==> src/rtl/crc_evt_pkg.sv <==
// Shared constants, types and address helpers for the CRC error event counter.
// Assumes byte-wide registers and two error classes (index 0 link, 1 end-to-end).
package crc_evt_pkg;

    localparam int BYTE_W      = 8;
    localparam int NUM_CLASSES = 2;
    localparam int VIEW_W      = 32;
    localparam int VIEW_BYTES  = VIEW_W / BYTE_W;

    localparam int CLS_LINK = 0;
    localparam int CLS_E2E  = 1;

    localparam logic [20:0] CRC_ENABLE_OFS = 21'h00119;

    // Base of the control block for a given link width.
    function automatic logic [20:0] ctrl_base(input int link_width);
        case (link_width)
            16:      return 21'h0033C;
            8:       return 21'h00304;
            default: return 21'h002B0;
        endcase
    endfunction

    // Group code that selects a class.
    function automatic logic [BYTE_W-1:0] class_group(input int cls);
        return (cls == CLS_LINK) ? 8'h02 : 8'h03;
    endfunction

    // Event code that selects a class.
    function automatic logic [BYTE_W-1:0] class_event(input int cls);
        return (cls == CLS_LINK) ? 8'h01 : 8'h02;
    endfunction

    typedef struct packed {
        logic              crc_on;
        logic [2:0]        cnt_en;
        logic [BYTE_W-1:0] lane;
        logic [BYTE_W-1:0] evt;
        logic [BYTE_W-1:0] grp;
    } cfg_t;

    typedef enum logic [1:0] {
        CLR_NONE   = 2'b00,
        CLR_SEL    = 2'b01,
        CLR_RSVD   = 2'b10,
        CLR_ALL    = 2'b11
    } clr_code_e;

endpackage

==> src/rtl/crc_evt_regfile.sv <==
// Configuration registers and write decode.
// Holds the CRC enable, counter enable, lane, event and group fields, decodes the
// class selection from the group/event pair, and turns control writes into
// one-cycle clear requests. Assumes one access address per cycle.
module crc_evt_regfile
    import crc_evt_pkg::*;
#(
    parameter int ADDR_W     = 21,
    parameter int LINK_WIDTH = 16
) (
    input  logic                    clk,
    input  logic                    rst_n,
    input  logic                    bus_wr,
    input  logic [ADDR_W-1:0]       bus_addr,
    input  logic [BYTE_W-1:0]       bus_wdata,
    output cfg_t                    cfg,
    output logic [NUM_CLASSES-1:0]  sel_hot,
    output logic [NUM_CLASSES-1:0]  clr_req
);

    localparam logic [ADDR_W-1:0] A_CRC  = ADDR_W'(CRC_ENABLE_OFS);
    localparam logic [ADDR_W-1:0] A_CTRL = ADDR_W'(ctrl_base(LINK_WIDTH));
    localparam logic [ADDR_W-1:0] A_LANE = A_CTRL + ADDR_W'(1);
    localparam logic [ADDR_W-1:0] A_EVT  = A_CTRL + ADDR_W'(2);
    localparam logic [ADDR_W-1:0] A_GRP  = A_CTRL + ADDR_W'(3);

    logic      ctrl_wr;
    clr_code_e clr_code;

    // Register writes to the mapped configuration fields.
    always_ff @(posedge clk) begin
        if (!rst_n) begin
            cfg <= '0;
        end else if (bus_wr) begin
            case (bus_addr)
                A_CRC:   cfg.crc_on <= bus_wdata[0];
                A_CTRL:  cfg.cnt_en <= bus_wdata[4:2];
                A_LANE:  cfg.lane   <= bus_wdata;
                A_EVT:   cfg.evt    <= bus_wdata;
                A_GRP:   cfg.grp    <= bus_wdata;
                default: ;
            endcase
        end
    end

    // Class selection: one bit per class whose code pair matches.
    for (genvar c = 0; c < NUM_CLASSES; c++) begin : g_sel
        assign sel_hot[c] = (cfg.grp == class_group(c)) && (cfg.evt == class_event(c));
    end

    assign ctrl_wr  = bus_wr && (bus_addr == A_CTRL);
    assign clr_code = clr_code_e'(bus_wdata[1:0]);

    // Clear requests from a control write: selected class or every class.
    always_comb begin
        clr_req = '0;
        if (ctrl_wr) begin
            case (clr_code)
                CLR_SEL: clr_req = sel_hot;
                CLR_ALL: clr_req = '1;
                default: clr_req = '0;
            endcase
        end
    end

    AST_CFG_WRITE_ONLY: assert property (@(posedge clk) disable iff (!rst_n)
        !bus_wr |=> $stable(cfg));

    AST_SEL_EXCLUSIVE: assert property (@(posedge clk) disable iff (!rst_n)
        $onehot0(sel_hot));

    AST_CLR_NEEDS_CTRL: assert property (@(posedge clk) disable iff (!rst_n)
        (|clr_req) |-> (bus_wr && bus_addr == A_CTRL));

endmodule

==> src/rtl/crc_evt_counter.sv <==
// One saturating event counter.
// Clears on clr (which has priority), otherwise adds one on inc until all ones.
// Assumes clr and inc are single-cycle qualified strobes.
module crc_evt_counter #(
    parameter int CNT_W = 32
) (
    input  logic             clk,
    input  logic             rst_n,
    input  logic             clr,
    input  logic             inc,
    output logic [CNT_W-1:0] count
);

    localparam logic [CNT_W-1:0] CNT_MAX = '1;

    logic at_max;

    assign at_max = (count == CNT_MAX);

    // Count update: clear wins, increment stops at the top value.
    always_ff @(posedge clk) begin
        if (!rst_n) begin
            count <= '0;
        end else if (clr) begin
            count <= '0;
        end else if (inc && !at_max) begin
            count <= count + CNT_W'(1);
        end
    end

    AST_CLEAR_WINS: assert property (@(posedge clk) disable iff (!rst_n)
        clr |=> (count == '0));

    AST_NO_WRAP: assert property (@(posedge clk) disable iff (!rst_n)
        (!clr && count == CNT_MAX) |=> (count == CNT_MAX));

    AST_STEP_ONE: assert property (@(posedge clk) disable iff (!rst_n)
        (!clr && inc && count != CNT_MAX) |=> (count == $past(count) + CNT_W'(1)));

    AST_HOLD_IDLE: assert property (@(posedge clk) disable iff (!rst_n)
        (!clr && !inc) |=> $stable(count));

endmodule

==> src/rtl/crc_evt_readport.sv <==
// Registered read port.
// Returns the configuration fields or one byte of the selected counter, zero for
// unmapped addresses, one cycle after the read request. Assumes CNT_W <= 32.
module crc_evt_readport
    import crc_evt_pkg::*;
#(
    parameter int ADDR_W     = 21,
    parameter int LINK_WIDTH = 16,
    parameter int CNT_W      = 32
) (
    input  logic                               clk,
    input  logic                               rst_n,
    input  logic                               bus_rd,
    input  logic [ADDR_W-1:0]                  bus_addr,
    input  cfg_t                               cfg,
    input  logic [NUM_CLASSES-1:0]             sel_hot,
    input  logic [NUM_CLASSES-1:0][CNT_W-1:0]  counts,
    output logic [BYTE_W-1:0]                  bus_rdata,
    output logic                               bus_rvalid
);

    localparam logic [ADDR_W-1:0] A_CRC  = ADDR_W'(CRC_ENABLE_OFS);
    localparam logic [ADDR_W-1:0] A_CTRL = ADDR_W'(ctrl_base(LINK_WIDTH));
    localparam logic [ADDR_W-1:0] A_CNT0 = A_CTRL + ADDR_W'(4);

    logic [VIEW_W-1:0] view;
    logic [BYTE_W-1:0] rd_byte;

    // Count of the selected class, zero-extended; zero with no selection.
    always_comb begin
        view = '0;
        for (int c = 0; c < NUM_CLASSES; c++) begin
            if (sel_hot[c]) begin
                view = view | VIEW_W'(counts[c]);
            end
        end
    end

    // Address decode of the readable bytes.
    always_comb begin
        rd_byte = '0;
        if (bus_addr == A_CRC) begin
            rd_byte = {7'b0, cfg.crc_on};
        end else if (bus_addr == A_CTRL) begin
            rd_byte = {3'b0, cfg.cnt_en, 2'b00};
        end else if (bus_addr == A_CTRL + ADDR_W'(1)) begin
            rd_byte = cfg.lane;
        end else if (bus_addr == A_CTRL + ADDR_W'(2)) begin
            rd_byte = cfg.evt;
        end else if (bus_addr == A_CTRL + ADDR_W'(3)) begin
            rd_byte = cfg.grp;
        end else begin
            for (int b = 0; b < VIEW_BYTES; b++) begin
                if (bus_addr == A_CNT0 + ADDR_W'(b)) begin
                    rd_byte = view[b*BYTE_W +: BYTE_W];
                end
            end
        end
    end

    // Read data register: loads only on a read request.
    always_ff @(posedge clk) begin
        if (!rst_n) begin
            bus_rdata <= '0;
        end else if (bus_rd) begin
            bus_rdata <= rd_byte;
        end
    end

    // Read valid strobe, one cycle after the request.
    always_ff @(posedge clk) begin
        if (!rst_n) begin
            bus_rvalid <= 1'b0;
        end else begin
            bus_rvalid <= bus_rd;
        end
    end

    AST_RVALID_FOLLOWS: assert property (@(posedge clk) disable iff (!rst_n)
        bus_rd |=> bus_rvalid);

    AST_RDATA_HOLDS: assert property (@(posedge clk) disable iff (!rst_n)
        !bus_rd |=> $stable(bus_rdata));

endmodule

==> src/rtl/crc_evt_counter_bank.sv <==
// Top of the selectable CRC error event counter.
// Wires the register file, one saturating counter per error class and the read
// port. A class counts only when CRC check is on, all enable bits are set and
// its group/event pair is selected. Assumes LINK_WIDTH of 16, 8 or 4 (other
// values take the x4 map) and CNT_W between 1 and 32.
module crc_evt_counter_bank
    import crc_evt_pkg::*;
#(
    parameter int LINK_WIDTH = 16,
    parameter int ADDR_W     = 21,
    parameter int CNT_W      = 32
) (
    input  logic              clk,
    input  logic              rst_n,
    input  logic              bus_wr,
    input  logic              bus_rd,
    input  logic [ADDR_W-1:0] bus_addr,
    input  logic [7:0]        bus_wdata,
    output logic [7:0]        bus_rdata,
    output logic              bus_rvalid,
    input  logic              lcrc_err,
    input  logic              ecrc_err
);

    cfg_t                              cfg;
    logic [NUM_CLASSES-1:0]            sel_hot;
    logic [NUM_CLASSES-1:0]            clr_req;
    logic [NUM_CLASSES-1:0]            evt_in;
    logic [NUM_CLASSES-1:0]            inc;
    logic [NUM_CLASSES-1:0][CNT_W-1:0] counts;
    logic                              armed;

    crc_evt_regfile #(
        .ADDR_W     (ADDR_W),
        .LINK_WIDTH (LINK_WIDTH)
    ) u_regs (
        .clk       (clk),
        .rst_n     (rst_n),
        .bus_wr    (bus_wr),
        .bus_addr  (bus_addr),
        .bus_wdata (bus_wdata),
        .cfg       (cfg),
        .sel_hot   (sel_hot),
        .clr_req   (clr_req)
    );

    assign evt_in[CLS_LINK] = lcrc_err;
    assign evt_in[CLS_E2E]  = ecrc_err;
    assign armed            = cfg.crc_on && (&cfg.cnt_en);

    for (genvar c = 0; c < NUM_CLASSES; c++) begin : g_cnt
        assign inc[c] = armed && sel_hot[c] && evt_in[c];

        crc_evt_counter #(
            .CNT_W (CNT_W)
        ) u_cnt (
            .clk   (clk),
            .rst_n (rst_n),
            .clr   (clr_req[c]),
            .inc   (inc[c]),
            .count (counts[c])
        );
    end

    crc_evt_readport #(
        .ADDR_W     (ADDR_W),
        .LINK_WIDTH (LINK_WIDTH),
        .CNT_W      (CNT_W)
    ) u_rd (
        .clk        (clk),
        .rst_n      (rst_n),
        .bus_rd     (bus_rd),
        .bus_addr   (bus_addr),
        .cfg        (cfg),
        .sel_hot    (sel_hot),
        .counts     (counts),
        .bus_rdata  (bus_rdata),
        .bus_rvalid (bus_rvalid)
    );

    AST_UNSELECTED_HOLDS: assert property (@(posedge clk) disable iff (!rst_n)
        (!sel_hot[CLS_E2E] && !clr_req[CLS_E2E]) |=> $stable(counts[CLS_E2E]));

    AST_DISARMED_HOLDS: assert property (@(posedge clk) disable iff (!rst_n)
        (!armed && clr_req == '0) |=> $stable(counts));

endmodule

==> config.mk <==
export PLATFORM = sky130hd
export DESIGN_NAME = crc_evt_counter_bank
export DESIGN_NICKNAME = d
export VERILOG_FILES = /design/src/rtl/crc_evt_pkg.sv /design/src/rtl/crc_evt_regfile.sv /design/src/rtl/crc_evt_counter.sv /design/src/rtl/crc_evt_readport.sv /design/src/rtl/crc_evt_counter_bank.sv
export SDC_FILE = /design/constraint.sdc
export NUM_CORES = 1
export LEC_CHECK = 0
export ABC_AREA = 1
export BUFFER_PORTS_ARGS = -buffer_cell sky130_fd_sc_hd__clkbuf_2
export CAP_MARGIN = 20
export CORE_ASPECT_RATIO = 1.2
export CORE_UTILIZATION = 55
export DETAILED_ROUTE_END_ITERATION = 8
export HOLD_SLACK_MARGIN = 0.06
export PLACE_DENSITY = 0.74
export SYNTH_ARGS = -nofsm -noshare
export SYNTH_HDL_FRONTEND = slang
export SYNTH_SLANG_ARGS = --single-unit
==> constraint.sdc <==
create_clock -name clk -period 2.85 [get_ports clk]
set_clock_uncertainty 0.2 [all_clocks]
set_input_delay 0.1425 -clock clk [delete_from_list [all_inputs] [get_ports clk]]
set_output_delay 0.1425 -clock clk [all_outputs]
set_load 0.01 [all_outputs]
After elaboration in Yosys (flattened, before gate mapping)
Index checks and enable logic that the tools add are counted.
{ "totals": {"register_bits": 101, "in_bits": 35, "output_inout_bits": 9, "wordCells": 63} }
{ "classes": {"add_sub_neg": 2, "eq_ne": 17, "mux": 13, "bitwise_logic": 2, "n_reduce_logical": 20} }
{ "op_table": {"columns": ["operator", "count"], "rows": [
  ["21-bit by 10-bit == test with 1-bit output (second input constant)", 8],
  ["8-bit 2-to-1 mux", 9],
  ["32-bit by 1-bit adder with 32-bit output (second input constant)", 2],
  ["32-bit == test (second input constant)", 2],
  ["32-bit 2-to-1 mux", 2],
  ["32-bit OR", 1],
  ["8-bit by 2-bit == test with 1-bit output (second input constant)", 3],
  ["21-bit by 9-bit == test with 1-bit output (second input constant)", 1],
  ["1-bit logical AND", 10],
  ["2-bit AND reduction", 5],
  ["8-bit by 1-bit == test with 1-bit output (second input constant)", 1],
  ["2-bit one-hot mux with 2 select lines", 1],
  ["2-bit OR reduction", 2],
  ["3-bit AND reduction", 1],
  ["2-bit by 1-bit == test with 1-bit output (second input constant)", 1],
  ["2-bit == test (second input constant)", 1],
  ["1-bit zero test", 2],
  ["2-bit 2-to-1 mux", 1],
  ["1-bit NOT", 1]
]} }

Depth between registers and ports, before layout
Gate-level depths: netlist (run 1).
{ "depth": {"ltp_word": 14, "ltp_mapped": 16, "depth_no_buf": 16} }

Cells and area by module
From an unflattened synthesis (run 1), not the netlist that was laid out.
{ "hier_totals": {"cells_unflattened": 1232, "area_unflattened_um2": 7185.6} }
{ "by_module_without_submodules": {"columns": ["module", "instances", "cells_each", "area_per_inst_um2", "seq_area_each_um2"], "rows": [
  ["crc_evt_counter", 2, 337, 1931.9, 640.6],
  ["crc_evt_readport", 1, 310, 1677.9, 180.2],
  ["crc_evt_regfile", 1, 239, 1610.3, 560.5],
  ["crc_evt_counter_bank", 1, 9, 33.8, 0.0]
]} }

Least setup slack after synthesis (run 1)
Ideal clock, no wire load.
{ "synth_timing": {"path_kind": "register -> register", "start": "register g_cnt[0].u_cnt.count[0]", "end": "register g_cnt[0].u_cnt.count[17]", "setup_time_ns": 0.120, "arrival_time_ns": 1.691, "required_time_ns": 2.530, "path_slack_ns": 0.840, "stages_incl_launch_ff": 12, "path_buffers": 1, "synth_period_minus_slack_ns": 2.010, "path_cell_list": "dfxtp_1 -> ha_1 -> nand2_1 -> nor3_2 -> nand2_1 -> nor2_1 -> nand3_1 -> nand2_2 -> inv_2 -> buf_2 -> nand2_1 -> a21oi_1"} }
{ "synth_between": {"elab_chain_cells": 3, "word_cells_on_any_way": 4, "cone_classes": "add/sub: 1; eq/ne: 1; reduce/logical: 2"} }
{ "synth_rtl": {"columns": ["item", "line", "rtl"], "rows": [
  ["from (decl)", "crc_evt_counter.sv:11", "output logic [CNT_W-1:0] count"],
  ["from (signal assigned)", "crc_evt_counter.sv:27", "count <= count + CNT_W'(1);"],
  ["parallel branches: the longest is 3 deep, another holds 32-bit by 1-bit adder with 32-bit output", null, null]
]} }
Parallel ways; which one is timed is not known.
A chain may end at the register's enable or synchronous reset.

Worst setup path after layout (run 1)
{ "layout_timing": {"start": "register g_cnt[0].u_cnt.count[0]", "end": "register g_cnt[0].u_cnt.count[9]"} }
Same word-level chain as after synthesis.

==> run_results.csv, run 1 <==
group,metric,value,unit
status,status,"finished clean",
global_routing,overall_global_routing_usage,32.77,%
sta,rsz0062_at_grt,"false",
drt,antenna_violating_nets_post_route,0,
floorplanning,placeableCoreArea,11090,um^2
pwr,pwr-share-comb,4.2,%
global_routing,globalRoute.totalOverflow,0,
floorplanning,initial_core_util,56.69,%
cells_and_area,nFillCells,1070,
cells_and_area,design.final.nets,1095,
pwr,swShare,24.61,%
sta,hold_slack,0.07708,ns
floorplanning,row_count,42,
floorplanning,io_pins,44,
worst_setup_path,path_delay_family,"simple AND/OR/NAND/NOR gates",
clock_tree,cts_tree,"built",
sta,finalCritPeriodShare,85.13,%
drt,drt_wl_total,18760,um
cells_and_area,post_synthesis_to_final_layout_area_growth,13.50,%
flow_run,drv.max_cap_violation_count,0,
drt,detail_route.wl_per_cell,15.41,um
logic_synthesis,syn-cell-area,6286,um^2
pwr,peakVddDrop,373.0,uV
sta,clock.fmax,412.2,MHz
pwr,clkPwrFrac,44.1,%
logic_synthesis,yosysWarnings,0,
worst_setup_path,timing.critical_path.slowest_cell_delay,0.37,ns
cells_and_area,mostFrequentLayoutCells,"nand2_1 (273), inv_1 (119), a21oi_1 (110)",
cells_and_area,most_frequent_standard_cell_in_the_layout_excluding_fill_and_tap_cells,"nand2_1",
drt,routed_via_density,5.599,
floorplanning,chipHeight,119.1,um
logic_synthesis,netlist_instances,997,
worst_setup_path,timing.critical_path.arrival,2.51,ns
logic_synthesis,average_footprint_of_a_synthesized_cell,6.305,um^2
clock_tree,clk_path_buf_depth,2,
sta,timing_worst_slew_pin_value,0.6998,ns
placed_design,io_buffers,43,
clock_tree,cts_sinks,101,
global_routing,grt_pass1_wl,30180,um
worst_setup_path,worstPathCellList,"ha_1 -> nand2_1 -> nor3_2 -> nand2_1 -> nor2_1 -> nand3_1 -> nand2_2 -> buf_4 -> nor2_2 -> nand2_1 -> nor2_1 -> inv_1 -> o21ai_1 -> a21oi_1",
sta,finalWorstPathRequiredPeriod,2.426,ns
clock_tree,cts_resized,0,
logic_synthesis,synth.net_count,1034,
clock_tree,cts-buffers-inserted,9,
sta,finalHoldViolCount,0,
placed_design,place_congestion,0.9575,
sta,setup_total_negative_slack,0,ns
cells_and_area,antennaDiodeCount,0,
floorplanning,die_area,11860,um^2
worst_setup_path,slowest_stage,"dfxtp_1",
drt,drc,0,
clock_tree,cts_setup_buffers,0,
logic_synthesis,post_synth_num_cell_types,37,
clock_tree,htreeDepth,3,
logic_synthesis,yosys_register_bits,101,
floorplanning,die_w,99.59,um
cells_and_area,layout-drive-gt1-share,10.16,%
worst_setup_path,cp_num_buf_inv,2,
clock_tree,clk-insertion-delay-late,0.37,ns
drt,route.vias.total,6814,
worst_setup_path,critical_path_peak_fanout,6,
drt,drt_first_iter_violations,689,
worst_setup_path,critPathLaunchType,"flop",
global_routing,grt_max_degree,33,
sta,report.final.setup_viol,0,
cells_and_area,final_standard_cell_count_with_taps_included_and_fillers_excluded,1217,
worst_setup_path,timing.critical_path.to_type,"flop",
global_routing,number_of_global_route_vias_before_repair,6258,
pwr,sequentialPowerShare,51.7,%
drt,detailedRoute.firstPassIterationCount,5,
sta,timing.slew.headroom,53.17,%
clock_tree,cts.reportedPaths.clkPinSlew,0.07,ns
worst_setup_path,required,2.93,ns
placed_design,dpl_wire_length,14560,um
worst_setup_path,worst_setup_path_category,"reg -> reg",
logic_synthesis,synth_sequential_area_ratio,32.17,%
clock_tree,post_cts_hold_buffer_count,12,
pwr,leakagePower,0.002640,uW
placed_design,dpl_cells,1189,
sta,final_max_slew_viol_count,0,
pwr,power.density_cell_area,382.9,nW/um^2
pwr,total_switching_power,672.1,uW
worst_setup_path,worst_path_most_repeated_cell,"nand2_1",
pwr,power_report.internal_total,2059,uW
global_routing,antenna_found_initial,0,
clock_tree,clockRootBuffer,"clkbuf_16",
min_path,min_path_type,"in -> reg",
==> metrics by stage <==
stage | setup WS [ns] | area, um^2 | util, % | power [uW]
2_1_floorplan | 0.8398 | 6286 | - | 1494
4_1_cts | 0.4313 | 7134 | 64.34 | 2742
5_1_grt | 0.1243 | 7134 | 64.34 | 2804
6_report | 0.4238 | 7134 | 64.34 | 2731
3_3_place_gp | 0.3627 | 6733 | 60.72 | 1545
3_5_place_dp | 0.3173 | 6733 | 60.72 | 1545
==> flip-flops by register name (all words and copies together), names as in the netlist <==
| name | count |
|---|---|
| g_cnt.u_cnt.count | 64 |
| u_regs.cfg | 28 |
| u_rd.bus_rdata | 8 |
| u_rd.bus_rvalid | 1 |
==> cells by family (layout without fill, tap and decap cells) <==
family / after synthesis / in the layout / synth area share (%)
AO/OA/AOI/OAI: 194 / 194 / 16.26
XOR/XNOR: 35 / 35 / 4.877
flip-flops: 101 / 101 / 32.17
AND/OR/NAND/NOR: 514 / 514 / 36.94
buffers and inverters: 151 / 217 / 9.355
adder cells (fa/ha/maj): 2 / 2 / 0.3980
==> final timing paths <==
path | cells after the start | start | slack, ns | endpoint
setup / recovery | 14 | g_cnt[0].u_cnt.count[0]$_SDFFE_PP0P_ | 0.42 | g_cnt[0].u_cnt.count[9]$_SDFFE_PP0P_
hold / removal | 6 | lcrc_err | 0.08 | g_cnt[0].u_cnt.count[24]$_SDFFE_PP0P_
setup reg to reg | 14 | g_cnt[0].u_cnt.count[0]$_SDFFE_PP0P_ | 0.42 | g_cnt[0].u_cnt.count[9]$_SDFFE_PP0P_
hold reg to reg | 2 | u_rd.bus_rdata[6]$_SDFFE_PN0P_ | 0.27 | u_rd.bus_rdata[6]$_SDFFE_PN0P_
==> worst reg2reg max path, cell delays in order (launching register included) <==
cell     delay, ns
dfxtp_1       0.37
ha_1          0.23
nand2_1       0.10
nor3_2        0.26
nand2_1       0.10
nor2_1        0.19
nand3_1       0.11
nand2_2       0.18
buf_4         0.17
nor2_2        0.05
nand2_1       0.07
nor2_1        0.06
inv_1         0.07
o21ai_1       0.06
a21oi_1       0.12
==> per-layer routing <==
metal  track usage [%]  up-vias  wire, um
met5                 0        -         0
met4             16.64        0       733
met3             5.986       47      1302
met2             53.13      267      8591
met1             41.41     3077      8128
li1                  -     3423         -
==> synthesized netlist by cell type (all sizes together) <==
cell type	number	area share (%)
nand2	277	17
inv	123	7.3
a21oi	110	8.8
dfxtp	101	32
nor2	96	6.6
o21ai	53	4.2
nor3	50	4.7
nand3	35	3.1
xor2	30	4.2
nand4	27	2.7
nor4	22	2.2
buf	17	1.4
o22ai	17	1.7
clkbuf	9	0.54
a31oi	6	0.60
xnor2	5	0.70
o211ai	4	0.48
or2	3	0.30
clkinv	2	0.12
ha	2	0.40
nand3b	2	0.24
nor3b	2	0.24
o2bb2ai	2	0.28
a211oi	1	0.12
o21bai	1	0.12
==> power groups by stage <==
| stage | combinational [uW] | sequential (uW) | clock [uW] |
|---|---|---|---|
| finish | 115 | 1410 | 1200 |
| global route | 125 | 1410 | 1270 |
| CTS | 112 | 1410 | 1220 |
| detailed placement | 100 | 1440 | 0 |
| global placement | 100 | 1440 | 0 |
| floorplan | 48.0 | 1450 | 0 |
==> cell type report <==
| type | count | area, um^2 | area share (%) |
|---|---|---|---|
| Multi-Input combinational cell | 745 | 3676 | 51.53 |
| Sequential cell | 101 | 2022 | 28.34 |
| Timing Repair Buffer | 76 | 493.0 | 6.910 |
| Inverter | 125 | 469.2 | 6.577 |
| Clock buffer | 9 | 225.2 | 3.157 |
| Tap cell | 154 | 192.7 | 2.701 |
| Clock inverter | 7 | 56.30 | 0.7892 |
Note: power is estimated with default switching activity, not from simulation.
==> run 2, diff against run 1 <==
==> constraint.sdc (replaced) <==
create_clock -name clk -period 2.85 [get_ports clk]
set_clock_uncertainty 0.2 [all_clocks]
set_input_delay 0.4275 -clock clk [delete_from_list [all_inputs] [get_ports clk]]
set_output_delay 0.4275 -clock clk [all_outputs]
set_load 0.01 [all_outputs]
==> run_results.csv, run 2 (synthesis gave the netlist of run 1 again) <==
group,metric,value,unit
drt,drt_wl_total,18650,um
cells_and_area,design.final.nets,1082,
status,status,"finished clean",
sta,rsz0062_at_grt,"false",
global_routing,grt_max_degree,33,
sta,finalWorstPathRequiredPeriod,2.475,ns
pwr,power.density_cell_area,397.8,nW/um^2
sta,report.final.setup_viol,0,
sta,clock.fmax,404.0,MHz
clock_tree,cts_tree,"built",
clock_tree,clockRootBuffer,"clkbuf_16",
cells_and_area,largest_register_ffs,64,
pwr,leakagePower,0.002598,uW
drt,detail_route.wl_per_cell,15.49,um
sta,setup_total_negative_slack,0,ns
clock_tree,cts-buffers-inserted,9,
cells_and_area,layout-drive-gt1-share,10.19,%
drt,drc,0,
placed_design,dp_worst_setup_slack,0.2426,ns
clock_tree,cts_sinks,101,
sta,finalCritPeriodShare,86.85,%
drt,drt_first_iter_violations,661,
sta,finalHoldViolCount,0,
cells_and_area,final_standard_cell_count_with_taps_included_and_fillers_excluded,1204,
flow_run,drv.max_cap_violation_count,0,
global_routing,antenna_found_initial,0,
worst_setup_path,worstPathCellList,"nor2_2 -> nand2_2 -> nor2_4 -> nand2_1 -> buf_4 -> o22ai_1 -> nand2_1 -> nand4_1 -> nand2_1 -> nand2_1 -> nand2_1 -> nand2_1 -> nand2_1 -> a21oi_1",
floorplanning,row_count,42,
worst_setup_path,critical_path_peak_fanout,12,
placed_design,dpl_cells,1188,
floorplanning,chipHeight,119.1,um
drt,route.vias.total,6725,
sta,timing.slew.headroom,64.95,%
clock_tree,htreeDepth,3,
floorplanning,placeableCoreArea,11090,um^2
floorplanning,initial_core_util,56.69,%
floorplanning,io_pins,44,
cells_and_area,largest_registers,"g_cnt.u_cnt.count: 64 flops, u_regs.cfg: 28 flops, u_rd.bus_rdata: 8 flops",
worst_setup_path,worst_setup_path_category,"reg -> reg",
worst_setup_path,timing.critical_path.slowest_cell_delay,0.33,ns
clock_tree,cts_setup_buffers,0,
sta,timing_worst_slew_pin_value,0.5210,ns
global_routing,overall_global_routing_usage,32.70,%
global_routing,globalRoute.totalOverflow,0,
worst_setup_path,timing.critical_path.arrival,2.57,ns
worst_setup_path,timing.critical_path.to_type,"flop",
cells_and_area,antennaDiodeCount,0,
floorplanning,die_area,11860,um^2
worst_setup_path,worst_path_most_repeated_cell,"nand2_1",
clock_tree,post_cts_hold_buffer_count,0,
pwr,peakVddDrop,333.8,uV
clock_tree,cts.reportedPaths.clkPinSlew,0.08,ns
placed_design,dpl_wire_length,14560,um
clock_tree,clk_path_buf_depth,2,
floorplanning,die_w,99.59,um
cells_and_area,mostFrequentLayoutCells,"nand2_1 (273), inv_1 (119), a21oi_1 (110)",
placed_design,io_buffers,43,
sta,final_max_slew_viol_count,0,
worst_setup_path,critPathLaunchType,"flop",
clock_tree,cts_resized,0,
cells_and_area,post_synthesis_to_final_layout_area_growth,12.06,%
drt,routed_via_density,5.586,
global_routing,number_of_global_route_vias_before_repair,6254,
cells_and_area,most_frequent_standard_cell_in_the_layout_excluding_fill_and_tap_cells,"nand2_1",
drt,antenna_violating_nets_post_route,0,
cells_and_area,most_flops_register,"g_cnt.u_cnt.count",
sta,final_worst_setup_slack,0.3748,ns
placed_design,place_congestion,0.9686,
min_path,min_path_type,"in -> reg",
clock_tree,clk-insertion-delay-late,0.36,ns
drt,detailedRoute.firstPassIterationCount,6,
worst_setup_path,required,2.95,ns
global_routing,grt_pass1_wl,30530,um
worst_setup_path,slowest_stage,"dfxtp_1",
-- run 2: critical path, delay by kind of cell, from the launching register on --
kind                   cells  cell delay [ns]
AOI/OAI and AO/OA          2             0.29
buffers and inverters      1             0.28
DFF                        1             0.33
and+or+nand+nor           11             1.30
-- run 2: power breakdown --
group	total (uW)	switching [uW]	internal, uW
combinational	103	67.5	35.6
sequential	1410	0.540	1410
clock	1290	594	694
total	2800	662	2140
-- run 2: worst paths after layout --
kind                                         startpoint                                     to  slack, ns  cells past startpoint
hold reg to reg   g_cnt[1].u_cnt.count[31]$_SDFFE_PP0P_  g_cnt[1].u_cnt.count[31]$_SDFFE_PP0P_       0.27                      2
setup reg to reg            u_regs.cfg[15]$_SDFFE_PN0P_         u_rd.bus_rdata[4]$_SDFFE_PN0P_       0.37                     14
setup / recovery            u_regs.cfg[15]$_SDFFE_PN0P_         u_rd.bus_rdata[4]$_SDFFE_PN0P_       0.37                     14
hold / removal                                   bus_rd             u_rd.bus_rvalid$_SDFF_PN0_       0.09                      3
-- run 2: cell type report --
class | count | area, um^2
sequential | 101 | 2022
fill | 1080 | 4044
tap | 154 | 192.7
inverter | 125 | 469.2
clock buffer | 9 | 225.2
multi-input combinational | 745 | 3676
clock inverter | 7 | 81.33
timing repair buffer | 63 | 377.9
-- run 2: per-layer routing --
metal / global-route usage, % / wire length [um] / part of all wire [%] / vias to the layer above
met5: 0 / 0 / 0 / -
met4: 15.53 / 660 / 3.5 / 0
met3: 4.401 / 1016 / 5.4 / 51
met2: 52.17 / 8533 / 46 / 246
met1: 43.46 / 8438 / 45 / 3037
li1: - / - / - / 3391
-- run 2: metrics by stage --
step           util (%)  total power [uW]  area [um^2]  hold WS, ns
2_1_floorplan         -              1494         6286       0.2368
3_3_place_gp      60.77              1547         6738       0.2525
3_5_place_dp      60.77              1547         6738       0.2571
4_1_cts           63.53              2813         7044      0.08914
5_1_grt           63.53              2885         7044       0.1152
6_report          63.53              2802         7044      0.09132
==> run 3, diff against run 2 <==
--- a/config.mk
+++ b/config.mk
@@ -12,7 +12,8 @@
 export CORE_UTILIZATION = 55
 export DETAILED_ROUTE_END_ITERATION = 8
 export HOLD_SLACK_MARGIN = 0.06
-export PLACE_DENSITY = 0.74
+export PLACE_DENSITY = 0.73
 export SYNTH_ARGS = -nofsm -noshare
 export SYNTH_HDL_FRONTEND = slang
+export SYNTH_HIERARCHICAL = 1
 export SYNTH_SLANG_ARGS = --single-unit
==> run_results.csv, run 3 <==
group,metric,value,unit
status,status,"finished clean",
sta,report.final.setup_viol,0,
sta,finalWorstPathRequiredPeriod,2.612,ns
logic_synthesis,yosys_register_bits,101,
worst_setup_path,critical_path_peak_fanout,8,
global_routing,overall_global_routing_usage,31.32,%
drt,drt_first_iter_violations,692,
sta,clock.fmax,382.8,MHz
min_path,min_path_type,"in -> reg",
logic_synthesis,post_synth_num_cell_types,36,
sta,setup_total_negative_slack,0,ns
drt,detail_route.wl_per_cell,14.56,um
floorplanning,die_w,106.3,um
pwr,peakVddDrop,337.4,uV
placed_design,placement.cell_area,7620,um^2
clock_tree,clk-insertion-delay-late,0.36,ns
logic_synthesis,synth_sequential_area_ratio,28.14,%
floorplanning,die_area,13530,um^2
cells_and_area,layout-drive-gt1-share,10.25,%
clock_tree,cts.reportedPaths.clkPinSlew,0.07,ns
drt,detailedRoute.firstPassIterationCount,6,
placed_design,dpl_wire_length,16170,um
global_routing,globalRoute.totalOverflow,0,
logic_synthesis,yosysTopAreaCellShare,28.14,%
sta,timing_worst_slew_pin_value,0.5296,ns
floorplanning,row_count,45,
logic_synthesis,async_sr_flop_fraction,0,%
clock_tree,cts_setup_buffers,0,
worst_setup_path,timing.critical_path.arrival,2.72,ns
logic_synthesis,post_synth_main_area_contributors,"dfxtp_1 (28%), nand2_1 (19%), nor2_1 (15%)",
drt,antenna_violating_nets_post_route,0,
drt,drt_wl_total,21000,um
global_routing,grt_pass1_wl,33730,um
clock_tree,clockRootBuffer,"clkbuf_16",
clock_tree,cts_tree,"built",
clock_tree,cts-buffers-inserted,9,
cells_and_area,mostFrequentLayoutCells,"nand2_1 (365), nor2_1 (284), inv_1 (108)",
clock_tree,clk_path_buf_depth,2,
cells_and_area,most_frequent_standard_cell_in_the_layout_excluding_fill_and_tap_cells,"nand2_1",
floorplanning,initial_core_util,56.47,%
drt,drc,0,
clock_tree,cts_resized,0,
global_routing,number_of_global_route_vias_before_repair,7034,
cells_and_area,antennaDiodeCount,0,
logic_synthesis,synth_common_cells,"nand2_1 (365), nor2_1 (286), inv_1 (108)",
cells_and_area,most_flops_register,"g_cnt.u_cnt/count",
logic_synthesis,synth_top_area_cell,"dfxtp_1",
clock_tree,htreeDepth,3,
clock_tree,cts_sinks,101,
pwr,power.density_cell_area,375.8,nW/um^2
logic_synthesis,yosys_most_used_dff,"dfxtp_1",
worst_setup_path,worst_setup_path_category,"reg -> reg",
sta,final_max_slew_viol_count,0,
pwr,leakagePower,0.003301,uW
placed_design,place_congestion,0.9653,
global_routing,antenna_found_initial,0,
worst_setup_path,critPathLaunchType,"flop",
cells_and_area,post_synthesis_to_final_layout_area_growth,10.62,%
worst_setup_path,required,2.95,ns
drt,routed_via_density,5.571,
logic_synthesis,syn-cell-area,7186,um^2
flow_run,drv.max_cap_violation_count,0,
logic_synthesis,average_footprint_of_a_synthesized_cell,5.833,um^2
floorplanning,io_pins,44,
logic_synthesis,yosysWarnings,6,
sta,timing.slew.headroom,64.43,%
floorplanning,chipHeight,127.2,um
cells_and_area,nFillCells,1325,
worst_setup_path,timing.critical_path.to_type,"flop",
pwr,design_power_total,2987,uW
logic_synthesis,netlist_instances,1232,
cells_and_area,design.final.nets,1310,
logic_synthesis,synth.net_count,1269,
logic_synthesis,synth.most_common_cell,"nand2_1",
sta,hold_slack,0.1207,ns
floorplanning,placeableCoreArea,12720,um^2
cells_and_area,largest_register_ffs,64,
global_routing,grt_max_degree,33,
cells_and_area,largest_registers,"g_cnt.u_cnt/count: 64 flops, u_regs/cfg: 28 flops, u_rd/bus_rdata: 8 flops",
clock_tree,post_cts_hold_buffer_count,0,
sta,rsz0062_at_grt,"false",
drt,route.vias.total,8033,
sta,finalCritPeriodShare,91.66,%
sta,finalHoldViolCount,0,
logic_synthesis,synth-edff-count,0,
placed_design,io_buffers,43,
cells_and_area,post-route-cell-area,7949,um^2
run 3: logic make-up after synthesis:
kind of cell | count (synthesis) | share of synthesized area, %
compound gates | 107 | 8.497
fa+ha+maj | 2 | 0.3482
buf+inv | 146 | 8.306
flops | 101 | 28.14
simple gates | 876 | 54.71
run 3: final timing paths:
kind	startpoint	to	slack (ns)	depth (start not counted)
worst max-delay path	u_regs/cfg[6]$_SDFFE_PN0P_	g_cnt[0].u_cnt/count[28]$_SDFFE_PP0P_	0.24	15
worst min-delay path	bus_rd	u_rd/bus_rvalid$_SDFF_PN0_	0.12	3
worst min register to register	u_rd/bus_rdata[4]$_SDFFE_PN0P_	u_rd/bus_rdata[4]$_SDFFE_PN0P_	0.28	2
worst max register to register	u_regs/cfg[6]$_SDFFE_PN0P_	g_cnt[0].u_cnt/count[28]$_SDFFE_PP0P_	0.24	15
run 3: area by class of cell:
type / instances / area (um^2) / area share (%)
multi-input cells: 985 / 4582 / 57.64
repair buffers: 62 / 382.9 / 4.817
inverters: 114 / 427.9 / 5.383
flip-flops and latches: 101 / 2022 / 25.44
well taps: 164 / 205.2 / 2.581
clock buffers: 9 / 225.2 / 2.833
clock inverters: 7 / 103.9 / 1.306
run 3: worst max-delay path, cell delays in order (launching register included):
cell and delay (ns):
dfxtp_1 0.34, nor2_1 0.13, nand2_1 0.06, nor2_1 0.16, inv_1 0.10, nor3_2 0.18
nand2_1 0.07, nor2_1 0.18, inv_1 0.19, nor2_1 0.28, nand2_1 0.09, nor2_1 0.25
nand3_1 0.11, nand2_1 0.07, inv_1 0.03, nor2_1 0.09
run 3: report_power, final:
part,internal (uW),switching (uW),leakage (uW)
clock network,783,618,0.000155
registers,1410,0.441,0.000813
logic,55.7,119,0.00233
total,2250,737,0.00330
run 3: layer usage:
metal / wire (um) / up-vias / global-route usage [%] / share of wire (%)
met5: 0 / - / 0 / 0
met4: 556 / 0 / 11.68 / 2.6
met3: 1627 / 49 / 4.796 / 7.7
met2: 9253 / 319 / 49.62 / 44
met1: 9566 / 3620 / 42.88 / 46
li1: - / 4045 / - / -
run 3: through the flow:
step,setup WS [ns],instances,util (%)
2_1_floorplan,0.3852,1232,-
3_3_place_gp,0.3689,1426,59.88
3_5_place_dp,0.3375,1426,59.88
4_1_cts,0.3269,1442,62.47
5_1_grt,0.01767,1442,62.47
6_report,0.2377,1442,62.47
